===== src/rtl/qgen_pkg.sv =====
package qgen_pkg;

   typedef enum logic {
      DIR_FWD = 1'b0,
      DIR_BWD = 1'b1
   } qdir_e;

   // two-bit count to {A,B}; forward order 00,01,11,10 (B leads)
   function automatic logic [1:0] cnt_to_ab(input logic [1:0] c);
      return {c[1], c[1] ^ c[0]};
   endfunction

endpackage


===== src/rtl/qgen_zero_reg.sv =====
module qgen_zero_reg #(
   parameter int ANG_W = 12
) (
   input  logic             clk,
   input  logic             rst_n,
   input  logic [ANG_W-1:0] angle_i,
   input  logic             zero_pin_i,
   input  logic             zero_wr_i,
   input  logic [ANG_W-1:0] zero_wdata_i,
   output logic [ANG_W-1:0] zero_o
);

   logic             pin_q;
   logic [ANG_W-1:0] zero_q;
   logic             pin_edge;

   assign pin_edge = zero_pin_i & ~pin_q;

   always_ff @(posedge clk) begin
      if (!rst_n) begin
         pin_q  <= 1'b0;
         zero_q <= '0;
      end else begin
         pin_q <= zero_pin_i;
         if (zero_wr_i)
            zero_q <= zero_wdata_i;
         else if (pin_edge)
            zero_q <= angle_i;
      end
   end

   assign zero_o = zero_q;

endmodule


===== src/rtl/qgen_hyst.sv =====
module qgen_hyst
   import qgen_pkg::*;
#(
   parameter int ANG_W   = 12,
   parameter int HYST_W  = 7,
   parameter bit HYST_EN = 1'b1
) (
   input  logic              clk,
   input  logic              rst_n,
   input  logic [ANG_W-1:0]  angle_i,
   input  logic [ANG_W-1:0]  zero_i,
   input  logic              sign_i,
   input  logic [HYST_W-1:0] hyst_i,
   output logic [ANG_W-1:0]  pos_o
);

   logic [ANG_W-1:0] rel;
   logic [ANG_W-1:0] signed_pos;
   logic [ANG_W-1:0] pos_q;

   assign rel        = angle_i - zero_i;
   assign signed_pos = sign_i ? (ANG_W'(0) - rel) : rel;

   generate
      if (HYST_EN) begin : g_hyst
         qdir_e            dir_q;
         logic [ANG_W-1:0] delta;
         logic [ANG_W-1:0] back_mag;
         logic             move_fwd;
         logic             move_bwd;
         logic             over_fwd;
         logic             over_bwd;
         logic             take;

         always_comb begin
            delta    = signed_pos - pos_q;
            move_fwd = (delta != '0) && !delta[ANG_W-1];
            move_bwd = delta[ANG_W-1];
            back_mag = ANG_W'(0) - delta;
            over_fwd = delta > ANG_W'(hyst_i);
            over_bwd = back_mag > ANG_W'(hyst_i);
            if (dir_q == DIR_FWD)
               take = move_fwd || (move_bwd && over_bwd);
            else
               take = move_bwd || (move_fwd && over_fwd);
         end

         always_ff @(posedge clk) begin
            if (!rst_n) begin
               pos_q <= '0;
               dir_q <= DIR_FWD;
            end else if (take) begin
               pos_q <= signed_pos;
               dir_q <= move_fwd ? DIR_FWD : DIR_BWD;
            end
         end
      end else begin : g_plain
         always_ff @(posedge clk) begin
            if (!rst_n)
               pos_q <= '0;
            else
               pos_q <= signed_pos;
         end
      end
   endgenerate

   assign pos_o = pos_q;

endmodule


===== src/rtl/qgen_stepper.sv =====
module qgen_stepper #(
   parameter int ANG_W = 12,
   parameter int RES_W = 3
) (
   input  logic             clk,
   input  logic             rst_n,
   input  logic [ANG_W-1:0] pos_i,
   input  logic [RES_W-1:0] res_i,
   output logic [ANG_W-1:0] cnt_o
);

   localparam logic [ANG_W-1:0] ALL_ONES = {ANG_W{1'b1}};
   localparam logic [ANG_W-1:0] TOP_BIT  = {1'b1, {(ANG_W-1){1'b0}}};

   logic [ANG_W-1:0] cnt_q;
   logic [ANG_W-1:0] mask;
   logic [ANG_W-1:0] half;
   logic [ANG_W-1:0] target;
   logic [ANG_W-1:0] gap;
   logic [ANG_W-1:0] cnt_m;

   always_comb begin
      mask   = ALL_ONES >> res_i;
      half   = TOP_BIT >> res_i;
      target = pos_i >> res_i;
      cnt_m  = cnt_q & mask;
      gap    = (target - cnt_m) & mask;
   end

   always_ff @(posedge clk) begin
      if (!rst_n)
         cnt_q <= '0;
      else if (gap != '0) begin
         if ((gap & half) != '0)
            cnt_q <= (cnt_m - ANG_W'(1)) & mask;
         else
            cnt_q <= (cnt_m + ANG_W'(1)) & mask;
      end
   end

   assign cnt_o = cnt_m;

endmodule


===== src/rtl/qgen_incr_out.sv =====
module qgen_incr_out
   import qgen_pkg::*;
#(
   parameter int ANG_W   = 12,
   parameter int RES_W   = 3,
   parameter int HYST_W  = 7,
   parameter bit HYST_EN = 1'b1,
   parameter bit OUT_REG = 1'b1
) (
   input  logic              clk,
   input  logic              rst_n,
   input  logic [ANG_W-1:0]  angle_i,
   input  logic              zero_pin_i,
   input  logic              zero_wr_i,
   input  logic [ANG_W-1:0]  zero_wdata_i,
   input  logic [RES_W-1:0]  res_sel_i,
   input  logic [HYST_W-1:0] hyst_i,
   input  logic              sign_i,
   input  logic              out_dis_i,
   output logic              qa_o,
   output logic              qb_o,
   output logic              ri_o
);

   localparam int MAX_SHIFT = (1 << RES_W) - 1;

   generate
      if (MAX_SHIFT > ANG_W - 2) begin : g_bad_res
         $error("qgen_incr_out: RES_W too wide for ANG_W");
      end
      if (HYST_W >= ANG_W) begin : g_bad_hyst
         $error("qgen_incr_out: HYST_W must be below ANG_W");
      end
   endgenerate

   logic [ANG_W-1:0] zero_q;
   logic [ANG_W-1:0] pos_q;
   logic [ANG_W-1:0] cnt_q;
   logic [1:0]       ab_n;
   logic             ri_n;

   qgen_zero_reg #(.ANG_W(ANG_W)) u_zero (
      .clk          (clk),
      .rst_n        (rst_n),
      .angle_i      (angle_i),
      .zero_pin_i   (zero_pin_i),
      .zero_wr_i    (zero_wr_i),
      .zero_wdata_i (zero_wdata_i),
      .zero_o       (zero_q)
   );

   qgen_hyst #(.ANG_W(ANG_W), .HYST_W(HYST_W), .HYST_EN(HYST_EN)) u_hyst (
      .clk     (clk),
      .rst_n   (rst_n),
      .angle_i (angle_i),
      .zero_i  (zero_q),
      .sign_i  (sign_i),
      .hyst_i  (hyst_i),
      .pos_o   (pos_q)
   );

   qgen_stepper #(.ANG_W(ANG_W), .RES_W(RES_W)) u_step (
      .clk   (clk),
      .rst_n (rst_n),
      .pos_i (pos_q),
      .res_i (res_sel_i),
      .cnt_o (cnt_q)
   );

   always_comb begin
      ab_n = cnt_to_ab(cnt_q[1:0]);
      ri_n = (cnt_q == '0);
      if (out_dis_i) begin
         ab_n = 2'b00;
         ri_n = 1'b0;
      end
   end

   generate
      if (OUT_REG) begin : g_oreg
         logic qa_q, qb_q, ri_q;
         always_ff @(posedge clk) begin
            if (!rst_n) begin
               qa_q <= 1'b0;
               qb_q <= 1'b0;
               ri_q <= 1'b0;
            end else begin
               qa_q <= ab_n[1];
               qb_q <= ab_n[0];
               ri_q <= ri_n;
            end
         end
         assign qa_o = qa_q;
         assign qb_o = qb_q;
         assign ri_o = ri_q;
      end else begin : g_ocomb
         assign qa_o = ab_n[1];
         assign qb_o = ab_n[0];
         assign ri_o = ri_n;
      end
   endgenerate

endmodule


===== config.mk =====
export PLATFORM = sky130hd
export DESIGN_NAME = qgen_incr_out
export DESIGN_NICKNAME = d
export VERILOG_FILES = /design/src/rtl/qgen_pkg.sv /design/src/rtl/qgen_zero_reg.sv /design/src/rtl/qgen_hyst.sv /design/src/rtl/qgen_stepper.sv /design/src/rtl/qgen_incr_out.sv
export SDC_FILE = /design/constraint.sdc
export NUM_CORES = 1
export LEC_CHECK = 0
export ABC_CLOCK_PERIOD_IN_PS = 7100
export BUFFER_PORTS_ARGS = -buffer_cell sky130_fd_sc_hd__buf_2
export CAP_MARGIN = 10
export CORE_MARGIN = 5
export CORE_UTILIZATION = 45
export CTS_CLUSTER_DIAMETER = 200
export DETAILED_ROUTE_END_ITERATION = 8
export SLEW_MARGIN = 20
export SYNTH_ARGS = -nofsm -noshare
export SYNTH_HDL_FRONTEND = slang
export SYNTH_SLANG_ARGS = --single-unit

===== constraint.sdc =====
create_clock -name clk -period 7.1 [get_ports clk]
set_input_delay 0.355 -clock clk [delete_from_list [all_inputs] [get_ports clk]]
set_output_delay 0.355 -clock clk [all_outputs]
set_load 0.01 [all_outputs]

# Word-level counts from Yosys, hierarchy flattened
# Cells that the tools add are included.
dict set report op_classes {
  n_shift 3
  n_reduce_logical 12
  n_mux 6
  n_mul 0
  n_eq_ne 0
  add_sub_neg 7
  magnitude_cmp 2
  n_div 0
  n_bitwise 9
}
# cell count
set op_table {}
lappend op_table {{$and A12 B12 Y12} 5}
lappend op_table {{$mux W12} 4}
lappend op_table {{$reduce_bool A12 Y1} 3}
lappend op_table {{$sub A12 B12 Y12} 3}
lappend op_table {{$gt A12 B7 Y1} 2}
lappend op_table {{$shr A12 B3 Y12 const A} 2}
lappend op_table {{$sub A1 B12 Y12 const A} 2}
lappend op_table {{$add A12 B1 Y12 const B} 1}
lappend op_table {{$logic_not A12 Y1} 1}
lappend op_table {{$shr A12 B3 Y12} 1}
lappend op_table {{$sub A12 B1 Y12 const B} 1}
lappend op_table {{$logic_and A1 B1 Y1} 3}
lappend op_table {{$logic_or A1 B1 Y1} 2}
lappend op_table {{$mux W1} 2}
lappend op_table {{$not A1 Y1} 2}
lappend op_table {{$reduce_bool A2 Y1} 1}
lappend op_table {{$reduce_or A2 Y1} 1}
lappend op_table {{$and A1 B1 Y1} 1}
lappend op_table {{$logic_not A1 Y1} 1}
lappend op_table {{$xor A1 B1 Y1} 1}
dict set report word_totals {
  latch_bits 0
  out_inout_bits 3
  memories 0
  ram_bits 0
  input_bits 40
  register_bits 41
  wordCells 47
  rom_bits 0
}

# Depth between registers and ports, before layout
# Gate-level depths: netlist of the first run.
dict set report logic_depth {
  word_depth 9
  mapped_depth 27
  mapped_depth_nobuf 25
}

# Hierarchy
# A second synthesis of the first run with hierarchy kept.
dict set report hier_totals {
  hier_cells 666
  area_unflattened_um2 5123.7
}
# module instances area_each_um2 seq_area_each_um2 cells_per_inst
set modules_own_cells {}
lappend modules_own_cells {qgen_hyst 1 2331.0 260.2 307}
lappend modules_own_cells {qgen_stepper 1 2102.0 240.2 290}
lappend modules_own_cells {qgen_zero_reg 1 556.8 260.2 56}
lappend modules_own_cells {qgen_incr_out 1 133.9 60.1 13}

# Worst setup path before layout of the first run
# No wires, ideal clock.
dict set report synth_timing {
  path_type {in2reg}
  startpoint {input port res_sel_i[1]}
  endpoint {register u_step.cnt_q[11]}
  path_buffers 3
  path_slack_ns 1.506
  t_required_ns 7.021
  setup_ns 0.079
  cell_stages 26
  arrival_time_ns 5.515
  cell_sequence {clkbuf_1 > clkbuf_1 > mux2i_1 > nor2_1 > a31oi_1 > a21oi_1 > ha_1 > clkbuf_1 > or4_1 > o21ai_0 > a21oi_1 > xor2_1 > a211o_1 > a21o_1 > a21oi_1 > inv_1 > ha_1 > a21o_1 > a21oi_1 > o21ba_2 > o21ai_0 > a211oi_1 > nor3_1 > a2111oi_0 > a211oi_1 > o211ai_1}
}
dict set report synth_between {
  elab_chain_len 7
  word_cells_on_any_way 14
  cone_classes {add/sub: 3; shift: 3; mux: 1; bitwise: 5; reduce/logical: 2}
}
# element line_no
set synth_lines {}
lappend synth_lines {{from (decl)} qgen_incr_out.sv:16} ;# input logic [RES_W-1:0] res_sel_i,
lappend synth_lines {{$shr A12 B3 Y12} qgen_stepper.sv:23} ;# mask = ALL_ONES >> res_i;
lappend synth_lines {{$and A12 B12 Y12} qgen_stepper.sv:26} ;# cnt_m = cnt_q & mask;
lappend synth_lines {{$sub A12 B12 Y12} qgen_stepper.sv:27} ;# gap = (target - cnt_m) & mask;
lappend synth_lines {{$and A12 B12 Y12} qgen_stepper.sv:27}
lappend synth_lines {{$and A12 B12 Y12} qgen_stepper.sv:34} ;# if ((gap & half) != '0)
lappend synth_lines {{$reduce_bool A12 Y1} qgen_stepper.sv:34}
lappend synth_lines {{$mux W12} qgen_stepper.sv:34}
lappend synth_lines {{to (signal assigned)} qgen_stepper.sv:35} ;# cnt_q <= (cnt_m - ANG_W'(1)) & mask;
lappend synth_lines {{to (signal assigned)} qgen_stepper.sv:37} ;# cnt_q <= (cnt_m + ANG_W'(1)) & mask;
lappend synth_lines {{to (decl)} qgen_stepper.sv:15} ;# logic [ANG_W-1:0] cnt_q;
# Parallel ways exist; a longest one is shown, timed or not.
# A chain may end at the register's enable or synchronous reset.

# Final worst setup path of the first run
dict set report layout_timing {
  startpoint {input port res_sel_i[0]}
  endpoint {register u_step.cnt_q[11]}
}
# The elaborated chain is that of the path after synthesis.

==> out/metrics.csv, run 1 <==
metric,value,unit
clkTransAtPathRegs,0.07,ns
die-area,13800,um^2
fp.coreArea,11400,um^2
holdWs,0.276,ns
synth_cells,701,
setup-tns-final,0,ns
ys_ff_latch,41,
clkPwrFrac,12.6,%
die_height,117,um
top_layer_used,met4,
met3_length,396,um
ys_top_cells_by_area,"dfxtp_1 (16%), ha_1 (14%), nand2_1 (5.5%), xnor2_1 (5.4%), mux2i_1 (5.2%)",
leakage,2.59,nW
status,"complete, no violations",
cts_root_buf,clkbuf_16,
globalRouteOverflowTotal,0,
grt_max_degree,54,
route.met2.wl,5.55,mm
synth_seq_area_share,15.8,%
setup.worst_path.end_class,register,
drt-pass1-iter-count,5,
cts_num_sinks,41,
clk_latency,0.29,ns
cts_tree,yes,
rows,39,
finalSetupViolations,0,
area_delta_synth_final,8.85,%
swShare,46.9,%
intPower,1.14,mW
nFillCells,1180,
antenna_found_initial,0,
num_vias,4855,
initial_core_util,45.7,%
drt-total-wl,12.3,mm
avgSynthCellArea,7.42,um^2
switchingPower,1.01,mW
wl_per_cell,14.2,um
hp-class,input pin to register,
setup_ws,1.31,ns
grt_setup_unrepaired,no,
cts_max_level,2,
synth_top_area_share,15.8,%
max_slew_margin,40.3,%
synth.largest_area_cell,dfxtp_1,
cts_setup_buffers,0,
post_cts_resized,0,
antenna_left,0,
drtIter0Drc,150,
vias_per_cell,5.60,
fin_crit_sh,81.5,%
synth_area,5200,um^2
track_usage,17.7,%
clk_path_buf_depth,2,
die_w,117,um
nets,826,
critical_path_class,input pin to register,
gp_congestion,0.883,
synthArstFlopShare,0,%
path_max_fanout,23,
wl_met1,6.24,mm
place_hpwl,9.96,mm
grt_pass1_vias,4615,
synth_edf_count,0,
multi_input_area,4030,um^2
start_kind,input pin,
peakVddDrop,0.000190,V
synthDistinctLibCells,76,
synth_warnings,0,
portBuffers,42,
cap_violations,0,
cp_data_arrival_time,6.00,ns
pre_cts_slack,1.02,ns
final_layout_size_suffix_gt1_share,9.53,%
antenna_cells,0,
p_comb_share,72.3,%
ctsHoldBuffers,0,
fin_skew,0.00388,ns
drc,0,
grt_pass1_wl,21.1,mm
ff_latch_area,821,um^2
synth_nets,804,
io_pins,43,
ys.flop_type,dfxtp_1,
crit_required,7.31,ns
power.density,381,nW/um^2
seq_power_share,15.1,%
drv_slew,0,
worstMarginPinSlew,0.895,ns
min_period,5.79,ns
numCtsBuffers,5,
fmax,173,MHz
finalHoldViolCount,0,
[per-stage QoR]
step	area, um^2	utilization (%)	power (mW)	cells
CTS	5650	49.7	2.16	867
finish	5660	49.8	2.16	867
floorplan	5200	-	1.57	701
detailed placement	5480	48.2	1.88	859
global placement	5480	48.2	1.84	859
global route	5660	49.8	2.39	867
[path summary, 6_finish.rpt]
| kind | end | cells after the start | slack, ns | from |
|---|---|---|---|---|
| setup / recovery | u_step.cnt_q[11] | 25 | 1.31 | res_sel_i[0] |
| hold / removal | u_zero.pin_q | 2 | 0.28 | zero_pin_i |
| setup reg to reg | u_step.cnt_q[11] | 24 | 1.52 | u_hyst.pos_o[1] |
| hold reg to reg | u_hyst.pos_o[1] | 2 | 0.46 | u_hyst.pos_o[1] |
[cells in the final DEF, fill, tap and decap left out, types with 8 or more instances in the layout]
master    count
a211oi_1      9
a21o_1       12
a21oi_1      44
a31oi_1       8
and2_1       20
buf_2        42
dfxtp_1      41
ha_1         59
inv_1        64
mux2i_1      27
nand2_1      76
nand2b_1     12
nand3_1      15
nor2_1       40
nor2b_1      12
nor3_1       14
o211ai_1      8
o21a_1       19
o21ai_0      49
xnor2_1      32
xor2_1       19
[state kept, by name, indices dropped and copies added (netlist names)]
name                 cells
u_zero.pin_q             1
u_zero.zero_o           12
u_hyst.g_hyst.dir_q      1
qa_o                     1
u_step.cnt_q            12
qb_o                     1
ri_o                     1
u_hyst.pos_o            12
[logic make-up (layout without fill, tap and decap cells)]
family | Yosys count | after routing | share of synthesized area (%)
multiplexers | 29 | 29 | 5.68
adder cells (fa/ha/maj) | 63 | 63 | 15.7
buffers and inverters | 93 | 116 | 6.93
XOR/XNOR | 51 | 51 | 8.59
AND/OR/NAND/NOR | 226 | 226 | 21.7
AO/OA/AOI/OAI | 198 | 198 | 25.6
flip-flops | 41 | 41 | 15.8
[layout make-up]
cell class / instances / share of cell area (%)
multi-input cells: 567 / 71.2
flip-flops and latches: 41 / 14.5
inverters: 65 / 4.31
repair buffers: 43 / 3.85
well taps: 143 / 3.16
clock buffers: 5 / 2.21
clock inverters: 3 / 0.818
[cells in the mapped netlist, drive strengths merged (3+ instances only)]
library cell	number
o211ai	8
fa	4
a41oi	3
nand2b	12
dfxtp	41
a21o	13
xor2	19
a211oi	9
nand4	4
nand3	15
a211o	5
nand2	76
o22ai	4
and3	8
clkbuf	23
xnor2	32
buf	5
inv	64
or3	4
ha	59
and2	21
a31o	3
nor4b	4
nor3	14
o21a	19
a2111oi	3
a21oi	45
o21ai	50
nor2	40
a31oi	8
o31ai	3
nor2b	12
mux2i	28
or4	3
[metal layers]
metal | global-route usage, % | vias to the layer above
met3 | 2.26 | 13
met1 | 24.9 | 2220
li1 | - | 2534
met4 | 3.73 | 0
met5 | 0 | -
met2 | 29.0 | 88
[power groups by stage]
stage	logic (mW)	registers, mW	clock network, mW
2_1_floorplan	1.26	0.317	0
3_3_place_gp	1.51	0.330	0
3_5_place_dp	1.55	0.332	0
4_1_cts	1.55	0.326	0.281
5_1_grt	1.76	0.334	0.290
6_report	1.56	0.326	0.271
[critical path: stages]
cell and delay [ns]:
buf_2 0.33, clkinv_1 0.36, nand2_1 0.13, o21ai_0 0.11, mux2_2 0.28, ha_1 0.20
fa_1 0.41, nor2b_1 0.18, o211ai_1 0.12, a21oi_1 0.23, xor2_1 0.12, a211o_1 0.30
a21o_1 0.17, a21oi_1 0.23, inv_1 0.27, ha_1 0.34, a21o_1 0.17, a21oi_1 0.23
o21ba_2 0.17, o21ai_0 0.16, a211oi_1 0.35, nor3_1 0.14, a2111oi_0 0.43, a211oi_1 0.09
o211ai_1 0.11
Note: power is estimated with default switching activity, not from simulation.
==> run 2: changes to the inputs <==
--- a/config.mk
+++ b/config.mk
@@ -5,13 +5,15 @@
 export SDC_FILE = /design/constraint.sdc
 export NUM_CORES = 1
 export LEC_CHECK = 0
-export ABC_CLOCK_PERIOD_IN_PS = 7100
+export ABC_AREA = 1
+export ABC_CLOCK_PERIOD_IN_PS = 4700
 export BUFFER_PORTS_ARGS = -buffer_cell sky130_fd_sc_hd__buf_2
 export CAP_MARGIN = 10
 export CORE_MARGIN = 5
 export CORE_UTILIZATION = 45
 export CTS_CLUSTER_DIAMETER = 200
 export DETAILED_ROUTE_END_ITERATION = 8
+export PLACE_DENSITY = 0.65
 export SLEW_MARGIN = 20
 export SYNTH_ARGS = -nofsm -noshare
 export SYNTH_HDL_FRONTEND = slang
==> constraint.sdc (replaced) <==
create_clock -name clk -period 4.7 [get_ports clk]
set_input_delay 0.235 -clock clk [delete_from_list [all_inputs] [get_ports clk]]
set_output_delay 0.235 -clock clk [all_outputs]
set_load 0.01 [all_outputs]
==> run 2 against run 1 <==
Against the previous run:
- core utilization up 5.6 points
- worst setup slack worse by 1.1 ns
- synthesized area up 3.8%
- largest cell class unchanged
==> out/metrics.csv, run 2 <==
metric,value,unit,change
clkTransAtPathRegs,0.06,ns,was 0.07 ns
drt-total-wl,13.8,mm,was 12.3 mm
multi_input_area,4160,um^2,was 4030 um^2
synth_top_family_by_area,simple AND/OR/NAND/NOR gates,,was compound AO/OA/AOI/OAI gates
synthTopCellsByCount,"nand2_1 (224), inv_1 (148), nor2_1 (71)",,"was nand2_1 (76), inv_1 (64), ha_1 (59)"
critical_path_class,register to register,,was input pin to register
gp_congestion,0.913,,was 0.883
numCtsBuffers,5,,unchanged
place_hpwl,10.9,mm,was 9.96 mm
leakage,3.35,nW,was 2.59 nW
track_usage,18.6,%,was 17.7%
finalSetupViolations,0,,unchanged
slowest_stage,fa_2,,was a2111oi_0
io_pins,43,,unchanged
antenna_found_initial,1,,was 0
finalHoldViolCount,0,,unchanged
final_area,6560,um^2,was 5660 um^2
use_met2,30.7,%,was 29.0%
post_dp_cell_area,5990,um^2,was 5480 um^2
rows,40,,was 39
nFillCells,1185,,was 1180
synth_cells,885,,was 701
final_layout_size_suffix_gt1_share,21.7,%,was 9.53%
crit_required,4.89,ns,was 7.31 ns
synth_edf_count,0,,unchanged
grt_pass1_vias,4972,,was 4615
antenna_left,0,,unchanged
cts_max_level,2,,unchanged
synthSimpleGateAreaFrac,35.9,%,was 21.7%
fin_skew,0.00426,ns,was 0.00388 ns
status,"complete, no violations",,unchanged
synth_nets,988,,was 804
clk_latency,0.29,ns,about the same
clk_path_buf_depth,2,,unchanged
grt_util_met1,26.3,%,was 24.9%
area_delta_synth_final,21.6,%,was 8.85%
worstMarginPinSlew,0.618,ns,was 0.895 ns
layout_common_cells,"nand2_1 (217), inv_1 (140), nor2_1 (65), nand3_1 (56), buf_4 (51)",,"was nand2_1 (76), inv_1 (64), ha_1 (59), o21ai_0 (49), a21oi_1 (44)"
die_height,120,um,was 117 um
busiest_layer,met2,,unchanged
ys.flop_type,dfxtp_1,,unchanged
cts_tree,yes,,unchanged
fp.coreArea,11900,um^2,was 11400 um^2
fmax,225,MHz,
cts_num_sinks,41,,unchanged
synth_fa_ha_area_share,15.2,%,was 15.7%
globalRouteOverflowTotal,0,,unchanged
final_common_cell,nand2_1,,unchanged
peakVddDrop,0.000349,V,was 0.000190 V
grt_max_degree,34,,was 54
min_period,4.45,ns,
vias_per_cell,5.02,,was 5.60
synth_area,5400,um^2,was 5200 um^2
synth_seq_area_share,15.2,%,was 15.8%
ctsHoldBuffers,0,,unchanged
critPathMaxStageDelay,0.56,ns,was 0.43 ns
initial_core_util,45.5,%,was 45.7%
synthDistinctLibCells,43,,was 76
synthArstFlopShare,0,%,unchanged
synth_top_area_share,15.6,%,was 15.8%
max_slew_margin,58.8,%,was 40.3%
die_w,120,um,was 117 um
synthMuxAreaShare,0.371,%,was 5.68%
ff_latch_area,822,um^2,was 821 um^2
synth_compound_area_share,15.2,%,was 25.6%
synth_warnings,0,,unchanged
drc,0,,unchanged
cp_data_arrival_time,4.64,ns,was 6.00 ns
ys_ff_latch,41,,unchanged
power.density,712,nW/um^2,was 381 nW/um^2
avgSynthCellArea,6.10,um^2,was 7.42 um^2
die-area,14300,um^2,was 13800 um^2
ys_top_cells_by_area,"nand2_1 (16%), dfxtp_1 (15%), ha_1 (14%), inv_1 (10%), nand3_1 (5.5%)",,"was dfxtp_1 (16%), ha_1 (14%), nand2_1 (5.5%), xnor2_1 (5.4%), mux2i_1 (5.2%)"
num_vias,5616,,was 4855
drtIter0Drc,242,,was 150
setup.worst_path.end_class,register,,unchanged
use_met3,2.26,%,about the same
final_util,55.3,%,was 49.8%
synth.largest_area_cell,nand2_1,,was dfxtp_1
portBuffers,42,,unchanged
start_kind,register,,was input pin
grt_pass1_wl,22.5,mm,was 21.1 mm
cap_violations,0,,unchanged
nets,1074,,was 826
synthXorXnorAreaFrac,5.47,%,was 8.59%
path_max_fanout,7,,was 23
drt-pass1-iter-count,4,,was 5
drv_slew,0,,unchanged
cts_root_buf,clkbuf_16,,unchanged
antenna_cells,0,,unchanged
synth_most_common_cell,nand2_1,,unchanged
hp-class,input pin to register,,unchanged
wl_per_cell,12.4,um,was 14.2 um
fin_crit_sh,94.6,%,
-- run 2: cell types whose count changed in the layout (fill, tap and decap cells not counted), sizes merged, moves of 21 or more --
| cell | before | now |
|---|---|---|
| nand3 | 15 | 72 |
| nand2 | 76 | 243 |
| inv | 64 | 153 |
| mux2i | 28 | 2 |
| buf | 43 | 96 |
| and2 | 21 | 0 |
| nor2 | 40 | 78 |
-- run 2: critical path: cells and delay by family, from the launching register on --
family / cells / cell delay (ns)
AOI/OAI and AO/OA: 2 / 0.22
and+or+nand+nor: 14 / 1.33
DFF: 1 / 0.35
adders and majority gates: 6 / 1.90
buffers and inverters: 6 / 0.44
xor gates and xnor gates: 1 / 0.12
-- run 2: metal layers --
layer | routed length (um) | vias up
li1 | - | 3054
met1 | 6710 | 2455
met2 | 6350 | 93
met3 | 605 | 12
met4 | 137 | 2
met5 | 13 | -
-- run 2: worst paths after layout --
path / start / endpoint / slack, ns / cells past startpoint
max: u_zero.zero_o[0] / u_hyst.pos_o[9] / 0.25 / 29
min: zero_pin_i / u_zero.pin_q / 0.18 / 3
max reg2reg: u_zero.zero_o[0] / u_hyst.pos_o[9] / 0.25 / 29
min reg2reg: u_step.cnt_q[7] / u_step.cnt_q[7] / 0.47 / 2
-- run 2: cell families after synthesis --
kind of cell	after synthesis
and+or+nand+nor	429
buffers and inverters	172
AOI/OAI and AO/OA	146
adders and majority gates	63
DFF	41
xor gates and xnor gates	32
muxes	2
-- run 2: what timing repair did --
action                     4_1_cts  5_1_grt
setup endpoints to repair        0       18
gates resized for setup          0       81
setup buffers                    0       16
-- run 2: layout make-up --
| type | count | area share (%) |
|---|---|---|
| clock inverters | 2 | 0.229 |
| multi-input cells | 672 | 63.4 |
| repair buffers | 97 | 10.2 |
| well taps | 147 | 2.80 |
| inverters | 154 | 8.84 |
| clock buffers | 6 | 1.96 |
| flip-flops and latches | 41 | 12.5 |
-- run 2: stage by stage --
step | hold slack [ns] | TNS (ns) | setup WS [ns] | instances | power (mW)
3_5_place_dp | 0.460 | -0.0316 | -0.0115 | 1094 | 3.73
6_report | 0.183 | 0 | 0.253 | 1119 | 4.67
2_1_floorplan | 0.328 | 0 | 0.179 | 885 | 2.90
5_1_grt | 0.209 | -1.03 | -0.101 | 1119 | 5.20
3_3_place_gp | 0.458 | -0.0264 | -0.0264 | 1094 | 3.73
4_1_cts | 0.177 | 0 | 0.0218 | 1102 | 4.10
-- run 2: report_power, final --
part	leakage (nW)	internal (mW)	switching, mW
sequential	0.340	0.442	0.0544
clock	0.0631	0.197	0.149
combinational	2.95	1.70	2.13
